$ cat src/rtl/alarm_timer_pkg.sv
package alarm_timer_pkg;

  localparam int BUS_W = 32;

  // register offsets (byte addresses)
  localparam logic [7:0] OFS_CTRL  = 8'h00;
  localparam logic [7:0] OFS_COUNT = 8'h04;
  localparam logic [7:0] OFS_MOD   = 8'h08;
  localparam logic [7:0] OFS_INIT  = 8'h0C;
  localparam logic [7:0] OFS_CFG   = 8'h10;

  // control register field positions
  localparam int CTL_PS_LSB = 0;
  localparam int CTL_CS_LSB = 3;
  localparam int CTL_TOIE   = 6;
  localparam int CTL_TOF    = 7;

  typedef enum logic [1:0] {
    CS_OFF    = 2'd0,
    CS_RSVD_A = 2'd1,
    CS_TICK   = 2'd2,
    CS_RSVD_B = 2'd3
  } clk_sel_e;

  // last divider state before a count event for a given prescale code
  function automatic logic [31:0] div_limit(input logic [31:0] ps);
    return (32'd1 << ps) - 32'd1;
  endfunction

  // counter successor for one count event
  function automatic logic [31:0] next_count(input logic [31:0] cur,
                                             input logic [31:0] modv,
                                             input logic [31:0] init);
    return (cur == modv) ? init : cur + 32'd1;
  endfunction

endpackage

$ cat src/rtl/at_prescaler.sv
module at_prescaler
  import alarm_timer_pkg::*;
#(
  parameter int PS_W = 3
) (
  input  logic            clk,
  input  logic            rst_n,
  input  logic            tick_en,
  input  logic            run,
  input  logic            restart,
  input  logic [PS_W-1:0] ps,
  output logic            step
);

  localparam int DIV_W = (1 << PS_W) - 1;

  logic [DIV_W-1:0] div_q;
  logic [DIV_W-1:0] lim;

  assign lim  = DIV_W'(div_limit(32'(ps)));
  assign step = run && tick_en && (div_q == lim);

  always_ff @(posedge clk or negedge rst_n) begin
    if (!rst_n) begin
      div_q <= '0;
    end else if (restart) begin
      div_q <= '0;
    end else if (run && tick_en) begin
      div_q <= step ? '0 : div_q + 1'b1;
    end
  end

endmodule

$ cat src/rtl/at_counter.sv
module at_counter
  import alarm_timer_pkg::*;
#(
  parameter int CNT_W = 16
) (
  input  logic             clk,
  input  logic             rst_n,
  input  logic             step,
  input  logic             load,
  input  logic [CNT_W-1:0] init,
  input  logic [CNT_W-1:0] modv,
  output logic [CNT_W-1:0] cnt_q,
  output logic             wrap
);

  assign wrap = step && !load && (cnt_q == modv);

  always_ff @(posedge clk or negedge rst_n) begin
    if (!rst_n) begin
      cnt_q <= '0;
    end else if (load) begin
      cnt_q <= init;
    end else if (step) begin
      cnt_q <= CNT_W'(next_count(32'(cnt_q), 32'(modv), 32'(init)));
    end
  end

endmodule

$ cat src/rtl/at_tof.sv
module at_tof #(
  parameter int NUMTOF_W = 5
) (
  input  logic                clk,
  input  logic                rst_n,
  input  logic                wrap,
  input  logic [NUMTOF_W-1:0] numtof,
  input  logic                ctrl_rd,
  input  logic                ctrl_wr,
  input  logic                wr_tof_bit,
  output logic                tof_q,
  output logic                tof_set,
  output logic                clr_ok
);

  logic [NUMTOF_W-1:0] ovf_q;
  logic                armed_q;

  assign tof_set = wrap && (ovf_q >= numtof);
  assign clr_ok  = ctrl_wr && armed_q && !wr_tof_bit;

  always_ff @(posedge clk or negedge rst_n) begin
    if (!rst_n) begin
      ovf_q   <= '0;
      tof_q   <= 1'b0;
      armed_q <= 1'b0;
    end else begin
      if (wrap) begin
        ovf_q <= tof_set ? '0 : ovf_q + 1'b1;
      end
      if (tof_set) begin
        tof_q <= 1'b1;
      end else if (clr_ok) begin
        tof_q <= 1'b0;
      end
      if (ctrl_wr) begin
        armed_q <= 1'b0;
      end else if (ctrl_rd && tof_q) begin
        armed_q <= 1'b1;
      end
    end
  end

endmodule

$ cat src/rtl/alarm_timer.sv
module alarm_timer
  import alarm_timer_pkg::*;
#(
  parameter int CNT_W    = 16,
  parameter int PS_W     = 3,
  parameter int NUMTOF_W = 5,
  parameter int ADDR_W   = 5
) (
  input  logic              clk,
  input  logic              rst_n,
  input  logic              tick_en,
  input  logic              bus_rd,
  input  logic              bus_wr,
  input  logic [ADDR_W-1:0] bus_addr,
  input  logic [31:0]       bus_wdata,
  output logic [31:0]       bus_rdata,
  output logic              irq
);

  // control and configuration state
  logic [PS_W-1:0]     ps_q;
  clk_sel_e            cs_q;
  logic                toie_q;
  logic [CNT_W-1:0]    mod_q;
  logic [CNT_W-1:0]    init_q;
  logic [NUMTOF_W-1:0] numtof_q;

  // named internal events
  logic             sel_ctrl, sel_cnt, sel_mod, sel_init, sel_cfg;
  logic             ctrl_wr, ctrl_rd, cnt_wr, mod_wr, init_wr, cfg_wr;
  logic             run, step, wrap;
  logic             tof_q, tof_set, clr_ok;
  logic [CNT_W-1:0] cnt_q;
  logic             unused_wdata;

  assign sel_ctrl = (bus_addr == ADDR_W'(OFS_CTRL));
  assign sel_cnt  = (bus_addr == ADDR_W'(OFS_COUNT));
  assign sel_mod  = (bus_addr == ADDR_W'(OFS_MOD));
  assign sel_init = (bus_addr == ADDR_W'(OFS_INIT));
  assign sel_cfg  = (bus_addr == ADDR_W'(OFS_CFG));

  assign ctrl_wr = bus_wr && sel_ctrl;
  assign ctrl_rd = bus_rd && sel_ctrl;
  assign cnt_wr  = bus_wr && sel_cnt;
  assign mod_wr  = bus_wr && sel_mod;
  assign init_wr = bus_wr && sel_init;
  assign cfg_wr  = bus_wr && sel_cfg;

  assign run = (cs_q == CS_TICK);

  assign unused_wdata = ^bus_wdata[BUS_W-1:CNT_W];

  always_ff @(posedge clk or negedge rst_n) begin
    if (!rst_n) begin
      ps_q     <= '0;
      cs_q     <= CS_OFF;
      toie_q   <= 1'b0;
      mod_q    <= '0;
      init_q   <= '0;
      numtof_q <= '0;
    end else begin
      if (ctrl_wr) begin
        ps_q   <= bus_wdata[CTL_PS_LSB +: PS_W];
        cs_q   <= clk_sel_e'(bus_wdata[CTL_CS_LSB +: 2]);
        toie_q <= bus_wdata[CTL_TOIE];
      end
      if (mod_wr) begin
        mod_q <= bus_wdata[CNT_W-1:0];
      end
      if (init_wr) begin
        init_q <= bus_wdata[CNT_W-1:0];
      end
      if (cfg_wr) begin
        numtof_q <= bus_wdata[NUMTOF_W-1:0];
      end
    end
  end

  at_prescaler #(.PS_W(PS_W)) u_presc (
    .clk     (clk),
    .rst_n   (rst_n),
    .tick_en (tick_en),
    .run     (run),
    .restart (ctrl_wr),
    .ps      (ps_q),
    .step    (step)
  );

  at_counter #(.CNT_W(CNT_W)) u_cnt (
    .clk   (clk),
    .rst_n (rst_n),
    .step  (step),
    .load  (cnt_wr),
    .init  (init_q),
    .modv  (mod_q),
    .cnt_q (cnt_q),
    .wrap  (wrap)
  );

  at_tof #(.NUMTOF_W(NUMTOF_W)) u_tof (
    .clk        (clk),
    .rst_n      (rst_n),
    .wrap       (wrap),
    .numtof     (numtof_q),
    .ctrl_rd    (ctrl_rd),
    .ctrl_wr    (ctrl_wr),
    .wr_tof_bit (bus_wdata[CTL_TOF]),
    .tof_q      (tof_q),
    .tof_set    (tof_set),
    .clr_ok     (clr_ok)
  );

  assign irq = tof_q && toie_q;

  always_comb begin
    bus_rdata = '0;
    if (sel_ctrl) begin
      bus_rdata[CTL_PS_LSB +: PS_W] = ps_q;
      bus_rdata[CTL_CS_LSB +: 2]    = cs_q;
      bus_rdata[CTL_TOIE]           = toie_q;
      bus_rdata[CTL_TOF]            = tof_q;
    end else if (sel_cnt) begin
      bus_rdata[CNT_W-1:0] = cnt_q;
    end else if (sel_mod) begin
      bus_rdata[CNT_W-1:0] = mod_q;
    end else if (sel_init) begin
      bus_rdata[CNT_W-1:0] = init_q;
    end else if (sel_cfg) begin
      bus_rdata[NUMTOF_W-1:0] = numtof_q;
    end
  end

endmodule

$ cat config.mk
export PLATFORM = sky130hd
export DESIGN_NAME = alarm_timer
export DESIGN_NICKNAME = d
export VERILOG_FILES = /design/src/rtl/alarm_timer_pkg.sv /design/src/rtl/at_prescaler.sv /design/src/rtl/at_counter.sv /design/src/rtl/at_tof.sv /design/src/rtl/alarm_timer.sv
export SDC_FILE = /design/constraint.sdc
export NUM_CORES = 1
export LEC_CHECK = 0
export BUFFER_PORTS_ARGS = -buffer_cell sky130_fd_sc_hd__buf_2
export CAP_MARGIN = 20
export CORE_AREA = 2 2 99 101
export CTS_CLUSTER_SIZE = 12
export DETAILED_ROUTE_END_ITERATION = 7
export DIE_AREA = 0 0 101 103
export PLACE_DENSITY = 0.83
export SYNTH_ARGS = -nofsm -noshare
export SYNTH_HDL_FRONTEND = slang
export SYNTH_SLANG_ARGS = --single-unit
$ cat constraint.sdc
create_clock -name clk -period 4.5 [get_ports clk]
set_input_delay 0 -clock clk [delete_from_list [all_inputs] [get_ports clk]]
set_output_delay 0 -clock clk [all_outputs]
set_load 0.05 [all_outputs]
==> run_results.csv <==
group,metric,value,unit
sta,tightest_slew,1.07,ns
sta,fin_setup_tns,0,ns
floorplanning,ios,75,
setup_path,crit_fanout,22,
power,power_density,373,nW/um2
cells_and_area,antenna_cells,0,
floorplanning,rows,36,
power,total_leakage_power,2.44,nW
detailed_routing,vias,3799,
synthesis,ys_types,58,
worst_hold_path,hold_depth,5,
synthesis,syn_avg_cell_area,9.70,um2
floorplanning,dieArea,10400,um2
synthesis,synth-main-ff-cell,"dfrtp_1",
floorplanning,die_h,103,um
place,dp_hpwl,7.78,mm
setup_path,crit_path_end_kind,"flip-flop",
detailed_routing,vias_per_cell,5.95,
sta,period_needed,2.69,ns
cts,cts_inserted_buffers,9,
floorplanning,die_x,101,um
setup_path,startpoint_type,"flip-flop",
synthesis,async_flop_share,1.00,
cts,cts_sinks,73,
sta,fmax,371,MHz
cts,cts_tree,"built",
global_route,grt_pass1_vias,3719,
cells_and_area,final_cells,639,
place,globalplace.congestion,0.873,
cells_and_area,layout_common_cells,"dfrtp_1, nand2_1, mux2_2",
place,port_buffers,42,
cts,clock_latency,0.36,ns
cells_and_area,drive_gt1_frac,0.234,
detailed_routing,first_iter_violations,268,
detailed_routing,firstDrtPassIters,6,
detailed_routing,drc,0,
cts,cts-resized-gates,0,
place,place_ws,1.90,ns
sta,period_share,0.598,
cts,clockRootBuffer,"clkbuf_8",
sta,rsz0062_at_grt,"false",
global_route,grt_overflow,0,
sta,relSlewSlack,0.284,
detailed_routing,postRouteAntennaNets,0,
floorplanning,core-area,9460,um2
cells_and_area,nNetsFinal,570,
place,placed_cells,605,
synthesis,yosys_warnings,0,
setup_path,r2r_cells,6,
worst_hold_path,hold_class,"input pin to flip-flop",
run,max_cap_viol_count,0,
sta,maxSlewViolCount,0,
cts,h-tree-depth,3,
synthesis,yosys.area.top_type,"dfrtp_1",
synthesis,synth_area_leaders,"dfrtp_1, mux2_2, nand2_1",
sta,finClkSkew,0.0114,ns
cts,path_clk_slew,0.08,ns
floorplanning,start_util,0.482,
outcome,status,"completed",
synthesis,yosysSeqAreaShare,0.401,
cells_and_area,area_delta_synth_final,14.2,%
power,vdd_ir_drop_max,192,uV
synthesis,synth_top_cell_area_share,0.401,
sta,setup_ws,1.81,ns
setup_path,arrival,2.92,ns
global_route,grt_usage,0.230,
synthesis,synthesis.area,4560,um2
detailed_routing,wl_per_cell,17.9,um
setup_path,cp_data_required_time,4.72,ns
global_route,grt_pass1_wl,18.7,mm
synthesis,synth_edf_count,0,
detailed_routing,routed_wl,11.4,mm
synthesis,synth_seq_cells,73,
global_route,grt_start_max_net_pins,46,
synthesis,syn_inst,470,
setup_path,path_class,"flip-flop to flip-flop",
global_route,antenna_found_initial,0,
cells_and_area,final_common_cell,"dfrtp_1",
cts,clockBufferDepth,2,
sta,hold_viol_final,0,
sta,final-setup-viol-count,0,
[metal layers]
layer  up-vias  track usage  wire [um]  share of wire
li1       1755            -          -              -
met5         -            0          0              0
met1      1846        0.290       4870           0.43
met4         0       0.0863        179          0.016
met2       172        0.386       5550           0.49
met3        26       0.0556        844          0.074
[worst max-delay path: stages, from the launching register on]
cell and delay, ns:
dfrtp_1 0.44, xor2_1 0.18, nor4_1 0.40, nand4_1 0.42
and2_1 0.68, mux2i_1 0.33, a22oi_1 0.12
[layout make-up]
type | count | area (um2)
clock buffers | 12 | 165
well taps | 114 | 143
flip-flops and latches | 73 | 1830
repair buffers | 65 | 428
fillers | 810 | 4250
clock inverters | 4 | 97.6
inverters | 20 | 75.1
multi-input cells | 351 | 2470
[per-stage QoR]
stage	utilization	hold slack, ns	area (um2)	total power (W)
final	0.551	0.0601	5210	0.00194
after global routing	0.551	0.0465	5210	0.00203
after CTS	0.551	0.0437	5210	0.00194
after detailed placement	0.504	0.0623	4770	0.00126
after global placement	0.504	0.0510	4770	0.00124
after floorplan	-	-0.296	4620	0.00117
[cell families (layout without fill, tap and decap cells)]
family                     after synthesis  count (layout)  synth area share
DFF                                     73              73             0.401
xor gates and xnor gates                18              18            0.0346
muxes                                   60              60             0.154
AOI/OAI and AO/OA                      102             102             0.157
other                                    1              16          0.000822
buffers and inverters                   61             101            0.0692
and+or+nand+nor                        147             147             0.162
adders and majority gates                8               8            0.0220
[final timing paths]
| path | from | to | slack, ns |
|---|---|---|---|
| max in group asynchronous | rst_n | mod_q[7] | 3.25 |
| worst min register to register | cs_q[1] | cs_q[1] | 0.51 |
| worst max register to register | u_cnt.cnt_q[9] | u_cnt.cnt_q[9] | 1.81 |
| worst max-delay path | u_cnt.cnt_q[9] | u_cnt.cnt_q[9] | 1.81 |
| worst min-delay path | tick_en | u_presc.div_q[1] | 0.06 |
| min in group asynchronous | rst_n | u_presc.div_q[4] | 0.20 |
[timing repair]
item | in CTS | in global routing
hold endpoints to repair | 72 | 0
hold buffers | 18 | 0
buffers inserted | 0 | 0
[synthesized netlist by cell type (12+ instances only)]
master / n
o22ai_1: 13
mux2_2: 43
mux2i_1: 13
a21oi_1: 24
nor2_1: 32
inv_1: 20
xor2_1: 17
dfrtp_1: 73
clkbuf_1: 19
o21ai_0: 19
buf_4: 16
nand3_1: 16
a22oi_1: 12
nand2_1: 45
[where the power goes]
group | leakage (nW) | switching [W] | internal, W
Clock | 0.129 | 0.000258 | 0.000414
Sequential | 0.899 | 0.000125 | 0.000753
Combinational | 1.41 | 0.000205 | 0.000186
Total | 2.44 | 0.000587 | 0.00135
[state kept, by name, indices dropped and copies added (netlist names)]
signal,flops
cs_q,2
init_q,16
mod_q,16
numtof_q,5
ps_q,3
toie_q,1
u_cnt.cnt_q,16
u_presc.div_q,7
u_tof.armed_q,1
u_tof.ovf_q,5
u_tof.tof_q,1
No activity file was read; power rests on OpenSTA's default activity.
